File: config.mk
export PLATFORM = sky130hd
export DESIGN_NAME = usec_timer_bank
export DESIGN_NICKNAME = d
export VERILOG_FILES = /design/src/rtl/utmr_pkg.sv /design/src/rtl/utmr_decode.sv /design/src/rtl/utmr_channel.sv /design/src/rtl/utmr_rdmux.sv /design/src/rtl/usec_timer_bank.sv
export SDC_FILE = /design/constraint.sdc
export NUM_CORES = 1
export LEC_CHECK = 0
export ABC_AREA = 1
export BUFFER_PORTS_ARGS = -buffer_cell sky130_fd_sc_hd__buf_2
export CORE_MARGIN = 2
export CORE_UTILIZATION = 55
export DETAILED_ROUTE_END_ITERATION = 8
export PLACE_DENSITY = 0.86
export SLEW_MARGIN = 25
export SYNTH_ARGS = -nofsm -noshare
export SYNTH_HDL_FRONTEND = slang
export SYNTH_HIERARCHICAL = 1
export SYNTH_SLANG_ARGS = --single-unit
File: constraint.sdc
create_clock -name clk -period 1.68 [get_ports clk]
set_input_delay 0.336 -clock clk [delete_from_list [all_inputs] [get_ports clk]]
set_output_delay 0.336 -clock clk [all_outputs]
set_load 0.02 [all_outputs]
File: src/rtl/utmr_pkg.sv
package utmr_pkg;

  localparam int unsigned UT_NUM    = 4;
  localparam int unsigned UT_CNT_W  = 29;
  localparam int unsigned UT_DATA_W = 32;
  localparam int unsigned UT_ADDR_W = 8;

  // control word bit positions (software-visible)
  localparam int unsigned UT_EN_BIT   = 31;
  localparam int unsigned UT_PER_BIT  = 30;
  // status/clear word: clear strobe on write, pending flag on read
  localparam int unsigned UT_CLR_BIT  = 30;

  localparam int unsigned UT_CTRL_OFS = 0;
  localparam int unsigned UT_STAT_OFS = 4;

  typedef enum logic [1:0] {
    UT_IDLE    = 2'b00,
    UT_ONESHOT = 2'b10,
    UT_PERIOD  = 2'b11
  } utmr_mode_e;

  // base byte address of timer window idx: 0x00, 0x08, 0x50, 0x58
  function automatic int unsigned utmr_base(int unsigned idx);
    return (((idx >> 1) & 1) * 32'h50) + ((idx & 1) * 32'h08);
  endfunction

endpackage

File: src/rtl/utmr_decode.sv
module utmr_decode
  import utmr_pkg::*;
#(
  parameter int unsigned NUM_TMR = UT_NUM,
  parameter int unsigned ADDR_W  = UT_ADDR_W
) (
  input  logic [ADDR_W-1:0]  addr,
  input  logic               wr_en,
  output logic [NUM_TMR-1:0] sel_ctrl,
  output logic [NUM_TMR-1:0] sel_stat,
  output logic [NUM_TMR-1:0] wr_ctrl,
  output logic [NUM_TMR-1:0] wr_stat
);

  for (genvar g = 0; g < NUM_TMR; g++) begin : g_win
    localparam logic [ADDR_W-1:0] CTRL_A = ADDR_W'(utmr_base(g) + UT_CTRL_OFS);
    localparam logic [ADDR_W-1:0] STAT_A = ADDR_W'(utmr_base(g) + UT_STAT_OFS);
    assign sel_ctrl[g] = (addr == CTRL_A);
    assign sel_stat[g] = (addr == STAT_A);
    assign wr_ctrl[g]  = wr_en & sel_ctrl[g];
    assign wr_stat[g]  = wr_en & sel_stat[g];
  end

endmodule

File: src/rtl/utmr_channel.sv
module utmr_channel
  import utmr_pkg::*;
#(
  parameter int unsigned CNT_W  = UT_CNT_W,
  parameter int unsigned DATA_W = UT_DATA_W
) (
  input  logic              clk,
  input  logic              rst_n,
  input  logic              tick,
  input  logic              wr_ctrl,
  input  logic              wr_stat,
  input  logic [DATA_W-1:0] wdata,
  output logic [DATA_W-1:0] ctrl_word,
  output logic [DATA_W-1:0] stat_word,
  output logic              irq
);

  localparam int unsigned PAD_W = DATA_W - CNT_W - 2;

  utmr_mode_e       mode_q;
  logic [CNT_W-1:0] reload_q;
  logic [CNT_W-1:0] count_q;
  logic             pend_q;

  logic running;
  logic at_zero;
  logic expire;
  logic clr_req;

  assign running = mode_q[1];
  assign at_zero = (count_q == '0);
  assign expire  = running & tick & at_zero & ~wr_ctrl;
  assign clr_req = wr_stat & wdata[UT_CLR_BIT];

  always_ff @(posedge clk) begin
    if (!rst_n) begin
      mode_q   <= UT_IDLE;
      reload_q <= '0;
      count_q  <= '0;
    end else if (wr_ctrl) begin
      if (!wdata[UT_EN_BIT])       mode_q <= UT_IDLE;
      else if (wdata[UT_PER_BIT])  mode_q <= UT_PERIOD;
      else                         mode_q <= UT_ONESHOT;
      reload_q <= wdata[CNT_W-1:0];
      count_q  <= wdata[CNT_W-1:0];
    end else if (running && tick) begin
      if (at_zero) begin
        if (mode_q == UT_PERIOD) count_q <= reload_q;
        else                     mode_q  <= UT_IDLE;
      end else begin
        count_q <= count_q - 1'b1;
      end
    end
  end

  // set has priority over a simultaneous clear
  always_ff @(posedge clk) begin
    if (!rst_n)       pend_q <= 1'b0;
    else if (expire)  pend_q <= 1'b1;
    else if (clr_req) pend_q <= 1'b0;
  end

  // idle keeps the periodic flag readable only while armed
  logic per_rd;
  assign per_rd = (mode_q == UT_PERIOD);

  assign ctrl_word = {running, per_rd, {PAD_W{1'b0}}, reload_q};
  assign stat_word = {1'b0, pend_q, {PAD_W{1'b0}}, count_q};
  assign irq       = pend_q;

endmodule

File: src/rtl/utmr_rdmux.sv
module utmr_rdmux
  import utmr_pkg::*;
#(
  parameter int unsigned NUM_TMR = UT_NUM,
  parameter int unsigned DATA_W  = UT_DATA_W
) (
  input  logic [NUM_TMR-1:0] sel_ctrl,
  input  logic [NUM_TMR-1:0] sel_stat,
  input  logic [DATA_W-1:0]  ctrl_words [NUM_TMR],
  input  logic [DATA_W-1:0]  stat_words [NUM_TMR],
  output logic [DATA_W-1:0]  rdata
);

  always_comb begin
    rdata = '0;
    for (int i = 0; i < NUM_TMR; i++) begin
      if (sel_ctrl[i]) rdata = rdata | ctrl_words[i];
      if (sel_stat[i]) rdata = rdata | stat_words[i];
    end
  end

endmodule

File: src/rtl/usec_timer_bank.sv
module usec_timer_bank
  import utmr_pkg::*;
#(
  parameter int unsigned NUM_TMR = UT_NUM,
  parameter int unsigned CNT_W   = UT_CNT_W,
  parameter int unsigned DATA_W  = UT_DATA_W,
  parameter int unsigned ADDR_W  = UT_ADDR_W
) (
  input  logic               clk,
  input  logic               rst_n,
  input  logic               tick,
  input  logic [ADDR_W-1:0]  addr,
  input  logic               wr_en,
  input  logic [DATA_W-1:0]  wdata,
  output logic [DATA_W-1:0]  rdata,
  output logic [NUM_TMR-1:0] irq
);

  logic [NUM_TMR-1:0] sel_ctrl, sel_stat, wr_ctrl, wr_stat;
  logic [DATA_W-1:0]  ctrl_words [NUM_TMR];
  logic [DATA_W-1:0]  stat_words [NUM_TMR];

  utmr_decode #(.NUM_TMR(NUM_TMR), .ADDR_W(ADDR_W)) u_dec (
    .addr     (addr),
    .wr_en    (wr_en),
    .sel_ctrl (sel_ctrl),
    .sel_stat (sel_stat),
    .wr_ctrl  (wr_ctrl),
    .wr_stat  (wr_stat)
  );

  for (genvar g = 0; g < NUM_TMR; g++) begin : g_tmr
    utmr_channel #(.CNT_W(CNT_W), .DATA_W(DATA_W)) u_ch (
      .clk       (clk),
      .rst_n     (rst_n),
      .tick      (tick),
      .wr_ctrl   (wr_ctrl[g]),
      .wr_stat   (wr_stat[g]),
      .wdata     (wdata),
      .ctrl_word (ctrl_words[g]),
      .stat_word (stat_words[g]),
      .irq       (irq[g])
    );
  end

  utmr_rdmux #(.NUM_TMR(NUM_TMR), .DATA_W(DATA_W)) u_rd (
    .sel_ctrl   (sel_ctrl),
    .sel_stat   (sel_stat),
    .ctrl_words (ctrl_words),
    .stat_words (stat_words),
    .rdata      (rdata)
  );

endmodule

==> results.yml, run 1 <==
status:
  status: "did not finish"
  flow.stopped_at: "global routing"
  toolErrorMsg: "[ERROR GRT-0232] Routing congestion too high. Check the congestion heatmap in the GUI."
synth:
  yosys.area.top_type: "dfxtp_1"
  synth-compound-area-share_pct: 6.46
  seq_area_frac_synth_pct: 28.3
  yosys.area_share.simple_pct: 50.0
  ys_seq_elements: 244
  yosys.area_share.adder_pct: 0.290
  ys_top_cells_by_area: "dfxtp_1, nand2_1, nor2_1, inv_1, a21oi_1"
  async_flop_share_pct: 0
  yosys.area.top_type_share_pct: 28.3
  post-synth-top-count-cell: "nand2_1"
  ys_top_cells_by_count: "nand2_1, nor2_1, inv_1, dfxtp_1, a21oi_1"
  synth_edf_count: 0
  synth_cell_type_count: 27
  synth_top_flop_cell: "dfxtp_1"
  synth.avg_cell_area_um2: 5.55
  synth_top_family_by_area: "simple AND/OR/NAND/NOR gates"
  synth_xor_area_share_pct: 2.84
  yosys_warnings: 6
  synth_cells: 3112
  syn_area_mm2: 0.0173
  synthMuxAreaShare_pct: 0
clocking:
  h-tree-depth: 1
  max-clock-path-buffers: 3
  cts_hold_buf: 0
  cts_buffers: 29
  root_buffer: "clkbuf_16"
  clock-sinks: 244
sta:
  worst_endpoint: "rdata[2]"
  worstEpCategory: "top-level output"
global_routing:
  overflow: 386
  grt_max_degree: 33
  grtUsageTotal_pct: 85.9
die:
  die_w_um: 181
  ios: 80
  die_h_um: 181
  rows: 64
  initial_utilization_pct: 56.2
place:
  place_congestion: 1.08
  dpl.hpwl_um: 51600
  portBuffers: 77
  post-place-ws_ns: -0.474
  dp_cells: 3909
## stage by stage
| stage | cell area [µm²] | util (%) |
|---|---|---|
| 4_1_cts | 25400 | 82.6 |
| 3_3_place_gp | 21200 | 68.9 |
| 3_5_place_dp | 21200 | 68.9 |
| 2_1_floorplan | 17400 | - |
## per-layer routing
layer,track usage (%),GRT overflow
met5,47.0,2
met4,88.8,137
met3,76.6,12
met2,99.2,231
met1,82.9,4
## repair_timing
item                                    4_1_cts
endpoints found under the setup margin      147
resized for setup                           609
setup buffers                                73
pin swaps                                   167
cloned                                       34
## cells by family after synthesis
group | count (synthesis)
DFF | 244
adders and majority gates | 4
and+or+nand+nor | 2160
xor gates and xnor gates | 56
AOI/OAI and AO/OA | 196
other | 4
buffers and inverters | 448
==> run 2, diff against run 1 <==
CORE_UTILIZATION = 40   (was 55)
PLACE_DENSITY = unset   (was 0.86)
PLACE_DENSITY_LB_ADDON = 0.15   (was unset)
clock period = 2.18 ns   (was 1.68 ns; I/O delays follow)
==> run 2 against run 1 <==
  * Area after synthesis is the same
  * The flow now finishes, with violations (negative setup slack)
  * Synthesized cell count did not move
==> results.yml, run 2 <==
synth:
  synth_cells: 3112
  synth.avg_cell_area_um2: 5.55
  ys_top_cells_by_count: "nand2_1, nor2_1, inv_1, dfxtp_1, a21oi_1"
  yosys.area.top_type: "dfxtp_1"
  synth_cell_type_count: 27
  synth_edf_count: 0
  ys_seq_elements: 244
  synth_top_flop_cell: "dfxtp_1"
  yosys_warnings: 6
  yosys.area.top_type_share_pct: 28.3
  syn_area_mm2: 0.0173
  post-synth-top-count-cell: "nand2_1"
  async_flop_share_pct: 0
  seq_area_frac_synth_pct: 28.3
  ys_top_cells_by_area: "dfxtp_1, nand2_1, nor2_1, inv_1, a21oi_1"
detailed_routing:
  met2_length_um: 31700
  avgViaCountPerCell: 5.03
  drtAntennaViolNets: 0
  wl_per_cell_um: 18.2
  drc: 0
  vias: 19653
  wl_met3_um: 4980
  wl_um: 71200
  dr.max_layer_used: "met5"
  drt-met1-wl_um: 30600
  drtIter0Drc: 1611
  firstDrtPassIters: 6
finish:
  antennaDiodeCount: 0
  final_area_mm2: 0.0223
  top_regs: "g_tmr.u_ch/count_q: 116 flops, g_tmr.u_ch/reload_q: 116 flops, g_tmr.u_ch/mode_q: 8 flops"
  fin_cells: 3911
  fillCellCount: 4413
  drive_above_1_share_pct: 19.9
  syn_to_final_growth_pct: 29.0
  final_common_cell: "nand2_1"
  utilization_pct: 52.0
  final_cell_mix: "nand2_1, nor2_1, inv_1"
  layout.nets: 3358
setup_path:
  arrival_ns: 1.85
  cp_max_fo: 5
  worst_setup_path_start_kind: "primary input"
  critical_path_class: "in -> out"
  startpoint: "addr[1]"
  worstPathRequired_ns: 1.74
  r2r_start: "g_tmr[2].u_ch/count_q[0]"
  cp-end-kind: "output port"
power_and_ir_drop:
  p_int_mw: 7.35
  leakage_nw: 12.8
  power.share.clock_pct: 49.9
  power_frac_comb_pct: 4.3
  p_sw_mw: 2.39
  vdd_drop_max_mv: 0.578
  swShare_pct: 24.5
  seqPwrFrac_pct: 45.8
  power_per_cell_area_mw_per_mm2: 437
sta:
  setup_tns_ns: -1.87
  slew_violations: 0
  rsz0062_at_grt: "true"
  max_freq_mhz: 438
  slew_headroom_pct: 65.4
  skew_ns: 0.0217
  fin_ws_ns: -0.102
  tightestPinTransition_ns: 0.517
  fin_crit_ns: 2.28
  fin_crit_sh_pct: 105
  final-setup-viol-count: 30
  hold_viol_final: 0
die:
  initial_utilization_pct: 40.3
  dieArea_mm2: 0.0449
  rows: 76
  ios: 80
  die_w_um: 212
  core-area_mm2: 0.0429
  die_h_um: 212
global_routing:
  grt_first_pass_wirelength_um: 106000
  grtUsageTotal_pct: 31.5
  antenna_found_initial: 2
  grt_max_degree: 42
  overflow: 0
  first_global_vias: 18254
clocking:
  cts_hold_buf: 0
  cts.clk_slew.worst_paths_ns: 0.06
  root_buffer: "clkbuf_16"
  worstSkewPairLatency_ns: 0.60
  h-tree-depth: 1
  cts_buffers: 30
  clock-sinks: 244
  cts_tree: "yes"
  max-clock-path-buffers: 3
min_path:
  hold_start: "wdata[31]"
  hp-class: "in -> reg"
place:
  portBuffers: 77
  post-place-ws_ns: -0.292
  place_congestion: 0.956
  dpl.hpwl_um: 51700
  dpl_cell_area_mm2: 0.0194
  dp_cells: 3829
job:
  maxCapViolCount: 0
status:
  violations: "negative setup slack"
  status: "complete, but fails checks"
[run 2: stage by stage]
stage               hold slack [ns]  total power [mW]
floorplan                     0.445              4.67
global placement              0.451              4.92
detailed placement            0.458              4.92
CTS                           0.229              9.79
global route                  0.250              9.98
finish                        0.261              9.74
[run 2: critical path, cell delays in order]
cell     delay (ns)
buf_8          0.10
buf_6          0.11
nor2_4         0.11
nand2_4        0.08
buf_6          0.13
nor2_4         0.12
buf_6          0.13
buf_12         0.10
buf_16         0.12
nand2_2        0.06
nand2_4        0.08
nor2_4         0.07
nand2_2        0.08
buf_6          0.11
[run 2: logic make-up (layout without fill, tap and decap cells)]
kind of cell	Yosys count	after routing	share of synthesized area, %
adder cells (fa/ha/maj)	4	4	0.290
other	4	12	0.0869
buffers and inverters	448	654	12.0
AND/OR/NAND/NOR	2160	2160	50.0
flip-flops	244	244	28.3
AO/OA/AOI/OAI	196	196	6.46
XOR/XNOR	56	56	2.84
[run 2: final timing paths]
kind | cells after the start | slack [ns] | endpoint
max | 14 | -0.10 | rdata[19]
min | 3 | 0.26 | g_tmr[2].u_ch/mode_q[1]
max reg2reg | 12 | 0.11 | g_tmr[2].u_ch/count_q[17]
min reg2reg | 2 | 0.46 | g_tmr[1].u_ch/mode_q[0]
[run 2: what timing repair did]
item                                    CTS  global route
buffers inserted                         22             6
endpoints found under the setup margin   31            46
pin swaps                                54           101
cloned                                   12             2
gates resized for setup                 271           187
[run 2: layout make-up]
class,instances,area (µm²),share of cell area [%]
tap,585,732,3.28
sequential,244,4880,21.9
timing repair buffer,298,3150,14.1
clock inverter,1,5.00,0.0225
multi-input combinational,2428,11400,51.2
inverter,308,1210,5.41
clock buffer,47,906,4.06
[run 2: power by group through the flow]
stage,registers (mW),clock network [mW],logic [mW]
3_3_place_gp,4.56,0,0.358
4_1_cts,4.46,4.94,0.387
5_1_grt,4.46,5.10,0.421
3_5_place_dp,4.56,0,0.358
2_1_floorplan,4.56,0,0.111
6_report,4.46,4.86,0.415
[run 2: routing by layer]
layer  GRT usage, %  up-vias
met5              0        -
met4           15.9        2
met3           3.84      157
met2           51.1      701
met1           41.2     9067
li1               -     9726
(Power assumes the default switching activity.)
==> run 3, diff against run 2 <==
CORE_MARGIN = 5   (was 2)
PLACE_DENSITY_LB_ADDON = 0.3   (was 0.15)
==> run 3 against run 2 <==
  * The run still ends with negative setup slack left
  * Combinational power is 5.8% lower
  * Worst hold slack got worse by 0.045 ns
  * Global-route usage decreased by 4.6 points
  * Critical path depth did not move
  * Sequential share of layout area barely moved
  * Critical endpoint is now rdata[5]
  * Largest cell class unchanged
  * Largest power group unchanged
==> results.yml, run 3 (same netlist as run 2, synthesis figures left out) <==
finish:
  final_common_cell: "nand2_1"
  fillCellCount: 4398
  final_cell_mix: "nand2_1, nor2_1, inv_1"
  fin_cells: 3949
  layout.nets: 3391
  seq_area_mm2: 0.00488
  drive_above_1_share_pct: 20.0
  syn_to_final_growth_pct: 28.8
  multi_input_area_mm2: 0.0112
  top_regs: "g_tmr.u_ch/count_q: 116 flops, g_tmr.u_ch/reload_q: 116 flops, g_tmr.u_ch/mode_q: 8 flops"
  antennaDiodeCount: 0
power_and_ir_drop:
  leakage_nw: 12.8
  vdd_drop_max_mv: 0.522
  power_per_cell_area_mw_per_mm2: 444
  p_total_mw: 9.88
setup_path:
  cp_max_fo: 6
  worstPathRequired_ns: 1.74
  critPathMaxStageDelay_ns: 0.18
  arrival_ns: 1.90
  critical_path_class: "in -> out"
  crit_family: "buffers and inverters"
  cpMostUsedCell: "nand2_2"
  cp.buffers_inverters: 7
  cp-end-kind: "output port"
  worst_setup_path_start_kind: "primary input"
  crit_path_cell_trace: "buf_8, inv_4, nand2_4, buf_6, nor2_4, nand2_2, inv_4, buf_12, buf_16, nand2_1, nand2_2, nor2_2, nand2_2, buf_6"
  critPathSlowestCell: "nor2_4"
clocking:
  h-tree-depth: 1
  worstSkewPairLatency_ns: 0.59
  root_buffer: "clkbuf_16"
  max-clock-path-buffers: 3
  cts_tree: "yes"
  cts_buffers: 29
  clock-sinks: 244
  cts.clk_slew.worst_paths_ns: 0.06
  cts_hold_buf: 0
sta:
  fin_ws_ns: -0.161
  final-setup-viol-count: 31
  slew_headroom_pct: 66.6
  fin_crit_sh_pct: 107
  rsz0062_at_grt: "true"
  tightestPinTransition_ns: 0.500
  holdWs_ns: 0.216
  hold_viol_final: 0
  fin_crit_ns: 2.34
  max_freq_mhz: 427
  slew_violations: 0
  skew_ns: 0.00938
global_routing:
  overflow: 0
  grtUsageTotal_pct: 26.9
  antenna_found_initial: 0
  first_global_vias: 17635
  grt_first_pass_wirelength_um: 99600
  grt_max_degree: 37
die:
  dieArea_mm2: 0.0474
  ios: 80
  die_w_um: 218
  initial_utilization_pct: 40.3
  core-area_mm2: 0.0429
  die_h_um: 218
  rows: 76
detailed_routing:
  drtAntennaViolNets: 0
  vias: 19562
  avgViaCountPerCell: 4.95
  drc: 0
  drtIter0Drc: 1828
  wl_um: 67300
  firstDrtPassIters: 6
  wl_per_cell_um: 17.0
place:
  dpl.hpwl_um: 47400
  post-place-ws_ns: -0.278
  portBuffers: 77
  dp_cells: 3869
  place_congestion: 0.981
job:
  maxCapViolCount: 0
status:
  status: "complete, but fails checks"
  violations: "negative setup slack"
min_path:
  hp-class: "in -> reg"
==> run 3: worst paths after layout <==
| kind | cells after the start | from | slack, ns | endpoint |
|---|---|---|---|---|
| worst max register to register | 11 | g_tmr[3].u_ch/count_q[9] | 0.14 | g_tmr[3].u_ch/count_q[16] |
| worst min register to register | 2 | g_tmr[1].u_ch/mode_q[0] | 0.47 | g_tmr[1].u_ch/mode_q[0] |
| worst max-delay path | 14 | addr[1] | -0.16 | rdata[5] |
| worst min-delay path | 3 | wdata[31] | 0.22 | g_tmr[3].u_ch/mode_q[1] |
==> run 3: report_power, final <==
group	switching (mW)	internal (mW)	total (mW)
clock network	2.10	2.92	5.02
registers	0.00181	4.46	4.46
logic	0.297	0.0940	0.391
==> run 3: tightest hold or removal path, stage by stage <==
cell     delay, ns
buf_2         0.18
nand2_1       0.09
a21oi_1       0.06
==> run 3: cell type report <==
class                      count  share of cell area, %
multi-input combinational   2428                   50.4
sequential                   244                   22.0
timing repair buffer         332                   14.7
inverter                     308                   5.35
clock buffer                  39                   3.79
tap                          585                   3.29
clock inverter                13                  0.534
==> run 3: what timing repair did <==
| item | in CTS | in global routing |
|---|---|---|
| pin swaps | 13 | 90 |
| buffers inserted | 7 | 10 |
| setup endpoints to repair | 31 | 38 |
| resized for setup | 163 | 230 |
| cloned | 7 | 8 |
==> run 3: layer usage <==
metal / vias up / wire (µm) / GRT usage, %
li1: 9814 / - / -
met1: 8823 / 28200 / 35.8
met2: 759 / 29500 / 42.6
met3: 166 / 6100 / 5.37
met4: 0 / 3580 / 11.3
met5: - / 0 / 0
==> run 3: stage by stage <==
step / cell area (µm²) / util [%] / setup TNS [ns]
2_1_floorplan: 17300 / - / 0
3_3_place_gp: 19600 / 45.7 / -11.46
3_5_place_dp: 19600 / 45.7 / -11.41
4_1_cts: 21200 / 49.5 / -2.79
5_1_grt: 22200 / 51.9 / -2.91
6_report: 22200 / 51.9 / -2.67
